==> config.mk <==
export PLATFORM = sky130hd
export DESIGN_NAME = xfetch_packer
export DESIGN_NICKNAME = d
export VERILOG_FILES = /design/src/rtl/xfp_pkg.sv /design/src/rtl/xfp_addr_map.sv /design/src/rtl/xfp_ctrl.sv /design/src/rtl/xfp_assembler.sv /design/src/rtl/xfetch_packer.sv
export SDC_FILE = /design/constraint.sdc
export NUM_CORES = 1
export LEC_CHECK = 0
export BUFFER_PORTS_ARGS = -buffer_cell sky130_fd_sc_hd__clkbuf_2
export CAP_MARGIN = 20
export CORE_MARGIN = 1.5
export CORE_UTILIZATION = 49
export CTS_CLUSTER_DIAMETER = 80
export DETAILED_ROUTE_END_ITERATION = 7
export PLACE_DENSITY = 0.81
export SLEW_MARGIN = 20
export SYNTH_ARGS = -nofsm -noshare
export SYNTH_HDL_FRONTEND = slang
export SYNTH_SLANG_ARGS = --single-unit
==> constraint.sdc <==
create_clock -name clk -period 3.9 [get_ports clk]
set_input_delay 0.39 -clock clk [delete_from_list [all_inputs] [get_ports clk]]
set_output_delay 0.39 -clock clk [all_outputs]
set_load 0.03 [all_outputs]
==> src/rtl/xfp_pkg.sv <==
package xfp_pkg;
  typedef enum logic [1:0] {
    ST_IDLE = 2'd0,
    ST_LOW  = 2'd1,
    ST_HIGH = 2'd2,
    ST_DONE = 2'd3
  } xfp_state_e;

  typedef enum logic {
    KIND_FETCH = 1'b0,
    KIND_XREG  = 1'b1
  } xfp_kind_e;
endpackage

==> src/rtl/xfp_addr_map.sv <==
module xfp_addr_map #(
  parameter int ADDR_W   = 24,
  parameter int BANK_LSB = 17
) (
  input  logic [ADDR_W-1:0] held_addr,
  input  logic              phase_odd,
  input  logic [ADDR_W-1:0] probe_addr,
  output logic [ADDR_W-1:0] mapped_addr,
  output logic              probe_in_bank
);
  localparam int BANK_W = ADDR_W - BANK_LSB;
  localparam int OFFS_W = BANK_LSB - 1;

  logic [BANK_W-1:0] bank_bits;
  logic [OFFS_W-1:0] offs_bits;
  logic              unused_drop_bit;

  // bank field stays in place, offset moves up by one, bit 0 picks the half
  assign bank_bits       = held_addr[ADDR_W-1:BANK_LSB];
  assign offs_bits       = held_addr[OFFS_W-1:0];
  assign unused_drop_bit = held_addr[BANK_LSB-1];
  assign mapped_addr     = {bank_bits, offs_bits, phase_odd};

  assign probe_in_bank   = |probe_addr[ADDR_W-1:BANK_LSB];
endmodule

==> src/rtl/xfp_ctrl.sv <==
module xfp_ctrl
  import xfp_pkg::*;
(
  input  logic       clk,
  input  logic       rst_n,
  input  logic       req_valid,
  input  logic       req_in_bank,
  input  logic       ext_ack,
  output xfp_state_e state,
  output logic       load_req,
  output logic       cap_low,
  output logic       cap_high,
  output logic       err_pulse
);
  xfp_state_e state_q, state_d;
  logic       err_q, err_d;

  always_comb begin
    state_d  = state_q;
    load_req = 1'b0;
    cap_low  = 1'b0;
    cap_high = 1'b0;
    err_d    = 1'b0;
    unique case (state_q)
      ST_IDLE: begin
        if (req_valid) begin
          if (req_in_bank) begin
            load_req = 1'b1;
            state_d  = ST_LOW;
          end else begin
            err_d = 1'b1;
          end
        end
      end
      ST_LOW: begin
        if (ext_ack) begin
          cap_low = 1'b1;
          state_d = ST_HIGH;
        end
      end
      ST_HIGH: begin
        if (ext_ack) begin
          cap_high = 1'b1;
          state_d  = ST_DONE;
        end
      end
      ST_DONE: state_d = ST_IDLE;
      default: state_d = ST_IDLE;
    endcase
  end

  always_ff @(posedge clk or negedge rst_n) begin
    if (!rst_n) begin
      state_q <= ST_IDLE;
      err_q   <= 1'b0;
    end else begin
      state_q <= state_d;
      err_q   <= err_d;
    end
  end

  assign state     = state_q;
  assign err_pulse = err_q;
endmodule

==> src/rtl/xfp_assembler.sv <==
module xfp_assembler #(
  parameter int DATA_W = 32,
  parameter int LOW_W  = 16,
  parameter int WORD_W = DATA_W + LOW_W
) (
  input  logic              clk,
  input  logic              rst_n,
  input  logic              cap_low,
  input  logic              cap_high,
  input  logic [DATA_W-1:0] rdata,
  output logic [WORD_W-1:0] word
);
  logic [LOW_W-1:0]  low_q, low_d;
  logic [WORD_W-1:0] word_q, word_d;
  logic              unused_upper;

  assign unused_upper = ^rdata[DATA_W-1:LOW_W];

  always_comb begin
    low_d  = low_q;
    word_d = word_q;
    if (cap_low)  low_d  = rdata[LOW_W-1:0];
    if (cap_high) word_d = {rdata, low_q};
  end

  always_ff @(posedge clk or negedge rst_n) begin
    if (!rst_n) begin
      low_q  <= '0;
      word_q <= '0;
    end else begin
      if (cap_low)  low_q  <= low_d;
      if (cap_high) word_q <= word_d;
    end
  end

  assign word = word_q;
endmodule

==> src/rtl/xfetch_packer.sv <==
module xfetch_packer
  import xfp_pkg::*;
#(
  parameter int ADDR_W   = 24,
  parameter int DATA_W   = 32,
  parameter int LOW_W    = 16,
  parameter int BANK_LSB = 17
) (
  input  logic                     clk,
  input  logic                     rst_n,
  input  logic                     req_valid,
  input  logic                     req_kind,
  input  logic [ADDR_W-1:0]        req_addr,
  output logic [ADDR_W-1:0]        ext_addr,
  output logic                     ext_cs,
  output logic                     ext_rd,
  input  logic                     ext_ack,
  input  logic [DATA_W-1:0]        ext_rdata,
  output logic                     rsp_valid,
  output logic                     rsp_kind,
  output logic [DATA_W+LOW_W-1:0]  rsp_data,
  output logic                     rsp_err
);
  localparam int WORD_W    = DATA_W + LOW_W;
  localparam int SYNC_DEPTH = 2;

  // reset asserts at once, releases after SYNC_DEPTH clock edges
  logic [SYNC_DEPTH-1:0] rst_sync_q;
  logic                  rst_n_int;

  always_ff @(posedge clk or negedge rst_n) begin
    if (!rst_n) rst_sync_q <= '0;
    else        rst_sync_q <= {rst_sync_q[SYNC_DEPTH-2:0], 1'b1};
  end
  assign rst_n_int = rst_sync_q[SYNC_DEPTH-1];

  xfp_state_e        state;
  logic              load_req, cap_low, cap_high, err_pulse;
  logic              in_bank;
  logic [ADDR_W-1:0] addr_q, addr_d;
  xfp_kind_e         kind_q, kind_d;
  logic [ADDR_W-1:0] mapped;
  logic              busy_rd;

  xfp_ctrl u_ctrl (
    .clk        (clk),
    .rst_n      (rst_n_int),
    .req_valid  (req_valid),
    .req_in_bank(in_bank),
    .ext_ack    (ext_ack),
    .state      (state),
    .load_req   (load_req),
    .cap_low    (cap_low),
    .cap_high   (cap_high),
    .err_pulse  (err_pulse)
  );

  xfp_addr_map #(
    .ADDR_W  (ADDR_W),
    .BANK_LSB(BANK_LSB)
  ) u_map (
    .held_addr    (addr_q),
    .phase_odd    (state == ST_HIGH),
    .probe_addr   (req_addr),
    .mapped_addr  (mapped),
    .probe_in_bank(in_bank)
  );

  xfp_assembler #(
    .DATA_W(DATA_W),
    .LOW_W (LOW_W),
    .WORD_W(WORD_W)
  ) u_asm (
    .clk     (clk),
    .rst_n   (rst_n_int),
    .cap_low (cap_low),
    .cap_high(cap_high),
    .rdata   (ext_rdata),
    .word    (rsp_data)
  );

  // request holding registers
  always_comb begin
    addr_d = addr_q;
    kind_d = kind_q;
    if (load_req) begin
      addr_d = req_addr;
      kind_d = xfp_kind_e'(req_kind);
    end
  end

  always_ff @(posedge clk or negedge rst_n_int) begin
    if (!rst_n_int) begin
      addr_q <= '0;
      kind_q <= KIND_FETCH;
    end else if (load_req) begin
      addr_q <= addr_d;
      kind_q <= kind_d;
    end
  end

  assign busy_rd   = (state == ST_LOW) || (state == ST_HIGH);
  assign ext_addr  = busy_rd ? mapped : '0;
  assign ext_cs    = busy_rd && (|mapped[ADDR_W-1:BANK_LSB]);
  assign ext_rd    = busy_rd;
  assign rsp_valid = (state == ST_DONE);
  assign rsp_kind  = rsp_valid && (kind_q == KIND_XREG);
  assign rsp_err   = err_pulse;
endmodule

==> results of run 1 <==
==> per-layer routing <==
layer	up-vias	global-route usage
li1	1112	-
met2	71	0.2966
met5	-	0
met3	14	0.03518
met1	1168	0.2150
met4	0	0.08203
==> kinds of logic after synthesis <==
| group | after synthesis |
|---|---|
| adders and majority gates | 4 |
| AOI/OAI and AO/OA | 3 |
| DFF | 93 |
| buffers and inverters | 13 |
| and+or+nand+nor | 38 |
| muxes | 89 |
| other | 1 |
==> path summary, 6_finish.rpt <==
path | slack (ns) | start | end | depth (start not counted)
setup / recovery | 1.51 | u_ctrl.state[0] | ext_cs | 4
setup reg to reg | 2.11 | u_ctrl.state[0] | u_asm.word[43] | 4
max in group asynchronous | 2.58 | rst_sync_q[1] | u_asm.word[15] | 1
min in group asynchronous | 0.33 | rst_sync_q[1] | addr_q[12] | 0
hold / removal | 0.26 | ext_rdata[16] | u_asm.word[32] | 2
hold reg to reg | 0.33 | rst_sync_q[1] | addr_q[12] | 0
==> metrics by stage <==
step	power (mW)	worst slack, ns	util	std cells	hold WS [ns]
floorplan	3.593	1.118	-	241	0.09441
finish	4.885	1.511	0.6489	485	0.2621
detailed placement	4.286	1.733	0.6188	468	0.1787
CTS	4.946	1.476	0.6482	485	0.2467
global placement	4.201	1.796	0.6188	468	0.1763
global route	5.157	1.376	0.6489	485	0.2449
==> flip-flops by register name, indices dropped and copies added (netlist names) <==
name / flops
rst_sync_q: 2
kind_q: 1
u_asm.word: 48
u_ctrl.err_pulse: 1
addr_q: 23
u_ctrl.state: 2
u_asm.low_q: 16
==> power by group through the flow <==
| stage | sequential [mW] | clock, mW | combinational [mW] |
|---|---|---|---|
| after floorplan | 2.18 | 0 | 1.41 |
| after global placement | 1.69 | 0 | 2.51 |
| after detailed placement | 1.72 | 0 | 2.56 |
| after CTS | 1.71 | 0.668 | 2.57 |
| after global routing | 1.77 | 0.709 | 2.68 |
| final | 1.70 | 0.650 | 2.53 |
==> placed cells by master (no fill, tap or decap), types with 2 or more instances in the layout <==
cell type,instances
sky130_fd_sc_hd__and2_1,25
sky130_fd_sc_hd__dfrtp_1,92
sky130_fd_sc_hd__mux2_1,5
sky130_fd_sc_hd__mux2_2,64
sky130_fd_sc_hd__inv_6,2
sky130_fd_sc_hd__buf_4,2
sky130_fd_sc_hd__nor2_1,3
sky130_fd_sc_hd__inv_1,3
sky130_fd_sc_hd__nand2_1,2
sky130_fd_sc_hd__clkbuf_8,10
sky130_fd_sc_hd__mux2_4,20
sky130_fd_sc_hd__clkbuf_2,136
sky130_fd_sc_hd__ha_1,4
==> layout make-up <==
cell class	instances	area [µm²]
Clock inverter	6	68.82
Timing Repair Buffer	139	705.7
Tap cell	99	123.9
Inverter	3	11.26
Multi-Input combinational cell	135	1404
Fill cell	588	2587
Clock buffer	10	137.6
Sequential cell	93	2331
==> results.txt, run 1 <==
----------------------------------------------------
[Min path]
  Class of the most critical hold timing path ... input port to flip-flop

[Global routing]
  Total GRT Usage ... 0.1753
  Number of antenna violations at the first check in global routing ... 0
  Via count of the first global-routing pass ... 2,408
  Maximum number of pins on one net before global-route repair ... 49
  Global-route wire length before repair ... 11,490 µm
  Global route overflow ... 0

[Setup path]
  Required time at the worst-slack endpoint ... 3.51 ns
  Biggest fanout along the worst timing path ... 26
  Worst path bufs/invs ... 2
  Cell family contributing the most delay on the critical path ... adder cells
  Startpoint Class ... flip-flop
  Biggest cell delay along the critical path ... 0.69 ns
  Ordered list of cells on the worst path ... inv_1, ha_1, a21boi_0, clkbuf_2
  CP Capture Type ... output pin
  Arr. time, crit path ... 2.00 ns
  Worst Setup Path Type ... flip-flop to output pin
  Critical Path Slowest Stage Cell ... sky130_fd_sc_hd__ha_1

[Route]
  Residual DRC ... 0
  Detailed Route WL ... 6912 µm
  Wire length the detailed router placed on met1 ... 2920 µm
  Post-DR wirelength/cell ... 14.25 µm
  Met3 WL post-DR ... 300 µm
  Via count ... 2,365
  Detailed Route Iter0 Violations ... 41
  Met2 WL post-DR ... 3531 µm
  Remaining antenna violation count after routing ... 0
  Highest metal layer with signal wires ... met4
  Detailed-routing iteration count for the pre-antenna-repair pass ... 4
  Via-per-instance ratio ... 4.876

[Placed design]
  Routability-driven placement congestion ratio ... 0.7683
  Input/output buffers ... 136
  Total half-perimeter wirelength after legalization and detailed placement ... 4935 µm
  Post-detailed-placement cell area ... 4561 µm²

[Die]
  Top-level port count ... 138
  Core Rows ... 31
  Core Area ... 7370 µm²
  Die span in y ... 90.93 µm
  Die width ... 90.93 µm
  Die area ... 8268 µm²
  Initial Utilization ... 0.5141

[Logic synthesis]
  Dominant cells by area after synthesis ... sky130_fd_sc_hd__dfrtp_1 61%, sky130_fd_sc_hd__mux2_2 19%, sky130_fd_sc_hd__mux2_4 7.9%
  EDFF count, synth ... 0
  Parity-gate share of the synthesized area counting xor and xnor cells ... 0
  Post-synthesis async set-or-reset flop share ... 1.000
  Main combinational cell family by area after synthesis ... multiplexers
  Instance count of the mapped netlist ... 241
  Share of synthesized area spent on multiplexers ... 0.2843
  Post-synth top area cell ... sky130_fd_sc_hd__dfrtp_1
  Post-synth top flop ... sky130_fd_sc_hd__dfrtp_1
  Most numerous cell types in the synthesized netlist ... 93 x sky130_fd_sc_hd__dfrtp_1, 64 x sky130_fd_sc_hd__mux2_2, 25 x sky130_fd_sc_hd__and2_1
  Mapped Avg Cell Area ... 15.72 µm²
  Flip-flop and latch count after synthesis ... 93
  Most frequently used cell type in the post-synthesis netlist ... sky130_fd_sc_hd__dfrtp_1
  Area share of fa/ha/maj cells after synthesis ... 0.01321
  Register area share after synthesis ... 0.6143
  Area share of the largest cell type after synthesis ... 0.6143
  Yosys warning count ... 0
  Simple-gate share of the synthesized area ... 0.06374
  Cell area after synthesis ... 3789 µm²
  Compound-Gate Fraction of Synth Area ... 0.006275
  Net count of the mapped netlist ... 306
  Count of distinct cell types in the synthesized netlist ... 24

[Pwr]
  Part of the power in the clock network ... 0.133
  Peak ir drop on the vdd network ... 0.5896 mV
  Relative contribution of combinational cells to total power ... 0.518
  Sw power ... 2.130 mW
  Power Density ... 1022 nW/µm²
  Portion of total power attributed to sequential cells ... 0.349
  Internal power ... 2.755 mW
  Switching fraction of total power ... 0.4361
  Leakage power summed over all cells ... 2.385 nW

[CTS]
  Number of setup buffers added after CTS ... 0
  Hold buffer count at cts ... 1
  Clock root buffer ... sky130_fd_sc_hd__clkbuf_8
  Number of levels in the clock H-tree ... 3
  Clock transition at the registers of the reported paths ... 0.10 ns
  Resize count post-CTS ... 0
  Clock sink total ... 93
  CTS buffer count ... 9
  Clock tree from TritonCTS ... built
  Clock latency of the later-clocked register in the worst-skew pair ... 0.35 ns
  Longest Clk Path Bufs ... 2

[Flow run]
  Number of max-capacitance violations reported ... 0

[Final layout]
  Area grow syn2layout ... 26.22%
  Number of antenna cells inserted ... 0
  Proportion of layout cells with a drive suffix above 1 ... 0.6321
  Final design area excluding fillers ... 4782 µm²
  Net total in the final layout ... 446

[Timing]
  Post-Route Skew ... 0.01701 ns
  Transition time at the pin with the least slew margin ... 0.7292 ns
  Number of failing hold endpoints at the final stage ... 0
  Final worst path period need ... 2.389 ns
  Aggregate negative setup slack ... 0 ns
  Setup violation total in the final timing report ... 0
  Slew headroom ... 0.5127
  Unrepaired setup endpoints after global routing ... false
  Share of the clock period used by the worst path after layout ... 0.6125
  Max Slew Vio Count ... 0
  Fmax achieved ... 418.6 MHz

[Status]
  Status ... finished, final reports clean

----------------------------------------------------
No activity file was read; power rests on OpenSTA's default activity.
==> inputs of run 2 (changes only) <==
==> constraint.sdc (replaced) <==
create_clock -name clk -period 2.5 [get_ports clk]
set_input_delay 0.25 -clock clk [delete_from_list [all_inputs] [get_ports clk]]
set_output_delay 0.25 -clock clk [all_outputs]
set_load 0.03 [all_outputs]
==> run 2 against run 1 <==
Worst hold slack worse by 0.15 ns. Die area stayed put. Sequential share of layout area is 0.73 points lower. First-iteration DRC count is 27% higher. Combinational power is 59% higher. Critical path type is now flip-flop to flip-flop. Design area is 1.5% higher. Power is 59% higher. Critical path depth is 2 higher. Routed wire length is 5.4% higher. Via count is 2.2% higher.
==> results.txt, run 2 (synthesis gave the netlist of run 1 again) <==
----------------------------------------------------
[Final layout]
  Combined area of the multi-input logic cells ... 1399 µm² (-0.36%)
  Net total in the final layout ... 449 (+0.67%)
  Footprint of the flip-flops and latches ... 2331 µm² (unchanged)
  Proportion of layout cells with a drive suffix above 1 ... 0.6324 (about the same)
  Max FFs per register ... 48 (unchanged)
  Leading cell type in the layout, fill and taps excluded ... sky130_fd_sc_hd__clkbuf_2
  Top library cells by usage in the layout, fill and taps aside ... 136 x sky130_fd_sc_hd__clkbuf_2, 92 x sky130_fd_sc_hd__dfrtp_1, 64 x sky130_fd_sc_hd__mux2_2
  Number of filler instances in the final layout ... 555 (-5.6%)
  Area grow syn2layout ... 28.14%
  Number of antenna cells inserted ... 0 (unchanged)

[Pwr]
  Power Density ... 1603 nW/µm² (+57%)
  Peak ir drop on the vdd network ... 0.7733 mV (+31%)
  Leakage power summed over all cells ... 2.414 nW (+1.2%)

[Placed design]
  Total half-perimeter wirelength after legalization and detailed placement ... 5441 µm (+10%)
  Routability-driven placement congestion ratio ... 0.8483 (+10%)
  Input/output buffers ... 136 (unchanged)

[Die]
  Core Area ... 7370 µm² (unchanged)
  Die width ... 90.93 µm (unchanged)
  Die area ... 8268 µm² (unchanged)
  Top-level port count ... 138 (unchanged)
  Die span in y ... 90.93 µm (unchanged)
  Initial Utilization ... 0.5141 (unchanged)
  Core Rows ... 31 (unchanged)

[CTS]
  Clock root buffer ... sky130_fd_sc_hd__clkbuf_8
  Longest Clk Path Bufs ... 2 (unchanged)
  Hold buffer count at cts ... 1 (unchanged)
  Clock latency of the later-clocked register in the worst-skew pair ... 0.35 ns (about the same)
  CTS buffer count ... 9 (unchanged)
  Clock transition at the registers of the reported paths ... 0.09 ns (about the same)
  Number of levels in the clock H-tree ... 3 (unchanged)
  Number of setup buffers added after CTS ... 0 (unchanged)
  Clock tree from TritonCTS ... built
  Clock sink total ... 93 (unchanged)
  Resize count post-CTS ... 0 (unchanged)

[Route]
  Via count ... 2,417 (+2.2%)
  Via-per-instance ratio ... 4.953 (+1.6%)
  Remaining antenna violation count after routing ... 0 (unchanged)
  Detailed Route Iter0 Violations ... 52 (+27%)
  Post-DR wirelength/cell ... 14.93 µm (+4.7%)
  Detailed-routing iteration count for the pre-antenna-repair pass ... 4 (unchanged)
  Detailed Route WL ... 7284 µm (+5.4%)
  Residual DRC ... 0 (unchanged)

[Setup path]
  Arr. time, crit path ... 2.59 ns (+0.59 ns)
  Required time at the worst-slack endpoint ... 2.74 ns (-0.77 ns)
  Critical Path Source ... u_ctrl.state[0]
  CP Capture Type ... flip-flop
  Startpoint Class ... flip-flop
  Worst Setup Path Type ... flip-flop to flip-flop
  Reg-to-reg critical path startpoint ... u_ctrl.state[0]
  Biggest fanout along the worst timing path ... 16 (-38%)

[Global routing]
  Number of antenna violations at the first check in global routing ... 0 (unchanged)
  Global-route wire length before repair ... 12,190 µm (+6.1%)
  GR met3 Demand/Resource ... 0.03350 (-0.001675)
  Busiest layer in global routing ... met2
  Maximum number of pins on one net before global-route repair ... 60 (+22%)
  Global-route track usage on met2 ... 0.3265 (+0.02985)
  Via count of the first global-routing pass ... 2,625 (+9.0%)
  GR Layer Usage met1 ... 0.2212 (+0.006265)
  Global route overflow ... 0 (unchanged)
  Total GRT Usage ... 0.1862 (+0.01091)

[Timing]
  Transition time at the pin with the least slew margin ... 1.009 ns (+0.2794 ns)
  Final worst path period need ... 2.351 ns
  Number of failing hold endpoints at the final stage ... 0 (unchanged)
  Setup violation total in the final timing report ... 0 (unchanged)
  Share of the clock period used by the worst path after layout ... 0.9405
  Aggregate negative setup slack ... 0 ns (unchanged)
  Max Slew Vio Count ... 0 (unchanged)
  Post-Route Skew ... 0.009379 ns (-0.007635 ns)
  Fmax achieved ... 425.3 MHz
  Hold WS ... 0.1157 ns (-0.1465 ns)
  Slew headroom ... 0.3269 (-0.1858)
  Unrepaired setup endpoints after global routing ... false

[Status]
  Status ... finished, final reports clean

[Min path]
  Worst min-delay path startpoint ... req_addr[0]
  Class of the most critical hold timing path ... input port to flip-flop

[Flow run]
  Number of max-capacitance violations reported ... 0 (unchanged)

----------------------------------------------------
## run 2: changes by cell type in the layout (fill, tap and decap cells not counted), sizes merged
cell,change
inv,-1
bufinv,+1
buf,+3
## run 2: final timing paths
path	slack (ns)	endpoint	depth (start not counted)
max reg2reg	0.15	addr_q[4]	6
min reg2reg	0.28	u_asm.word[37]	0
max in group asynchronous	1.58	u_asm.word[2]	1
max	0.15	addr_q[4]	6
min	0.12	addr_q[0]	2
min in group asynchronous	0.21	rst_sync_q[0]	2
## run 2: critical path, stage by stage, from the launching register on
cell,delay [ns]
sky130_fd_sc_hd__dfrtp_1,0.43
sky130_fd_sc_hd__inv_1,0.10
sky130_fd_sc_hd__ha_1,0.20
sky130_fd_sc_hd__nand2_1,0.07
sky130_fd_sc_hd__nor2_2,0.76
sky130_fd_sc_hd__buf_4,0.36
sky130_fd_sc_hd__mux2_4,0.32
## run 2: per-stage QoR
step                area (µm²)  setup slack (ns)  total power [mW]  std cells    util
detailed placement        4621            0.1499             6.764        471  0.6270
finish                    4855            0.1489             7.781        488  0.6587
CTS                       4855            0.1211             7.876        488  0.6587
global placement          4621            0.2184             6.597        471  0.6270
global route              4855           0.01172             8.198        488  0.6587
floorplan                 3790            0.5278             5.604        241       -
## run 2: per-layer routing
metal | up-vias | wire [µm]
met4 | 0 | 145
li1 | 1119 | -
met2 | 67 | 3850
met3 | 12 | 290
met1 | 1219 | 2997
met5 | - | 0
## run 2: final cells by class
type,instances,share of cell area
repair buffers,142,0.1577
multi-input cells,135,0.2881
flip-flops and latches,93,0.4802
well taps,99,0.02552
inverters,3,0.002320
clock buffers,10,0.02629
clock inverters,6,0.01985
## run 2: power by group
| part | internal [mW] | leakage (nW) | total, mW | switching, mW |
|---|---|---|---|---|
| registers | 2.26 | 1.10 | 2.66 | 0.403 |
| clock network | 0.574 | 0.109 | 1.10 | 0.522 |
| logic | 1.58 | 1.20 | 4.02 | 2.44 |
| total | 4.41 | 2.41 | 7.78 | 3.37 |
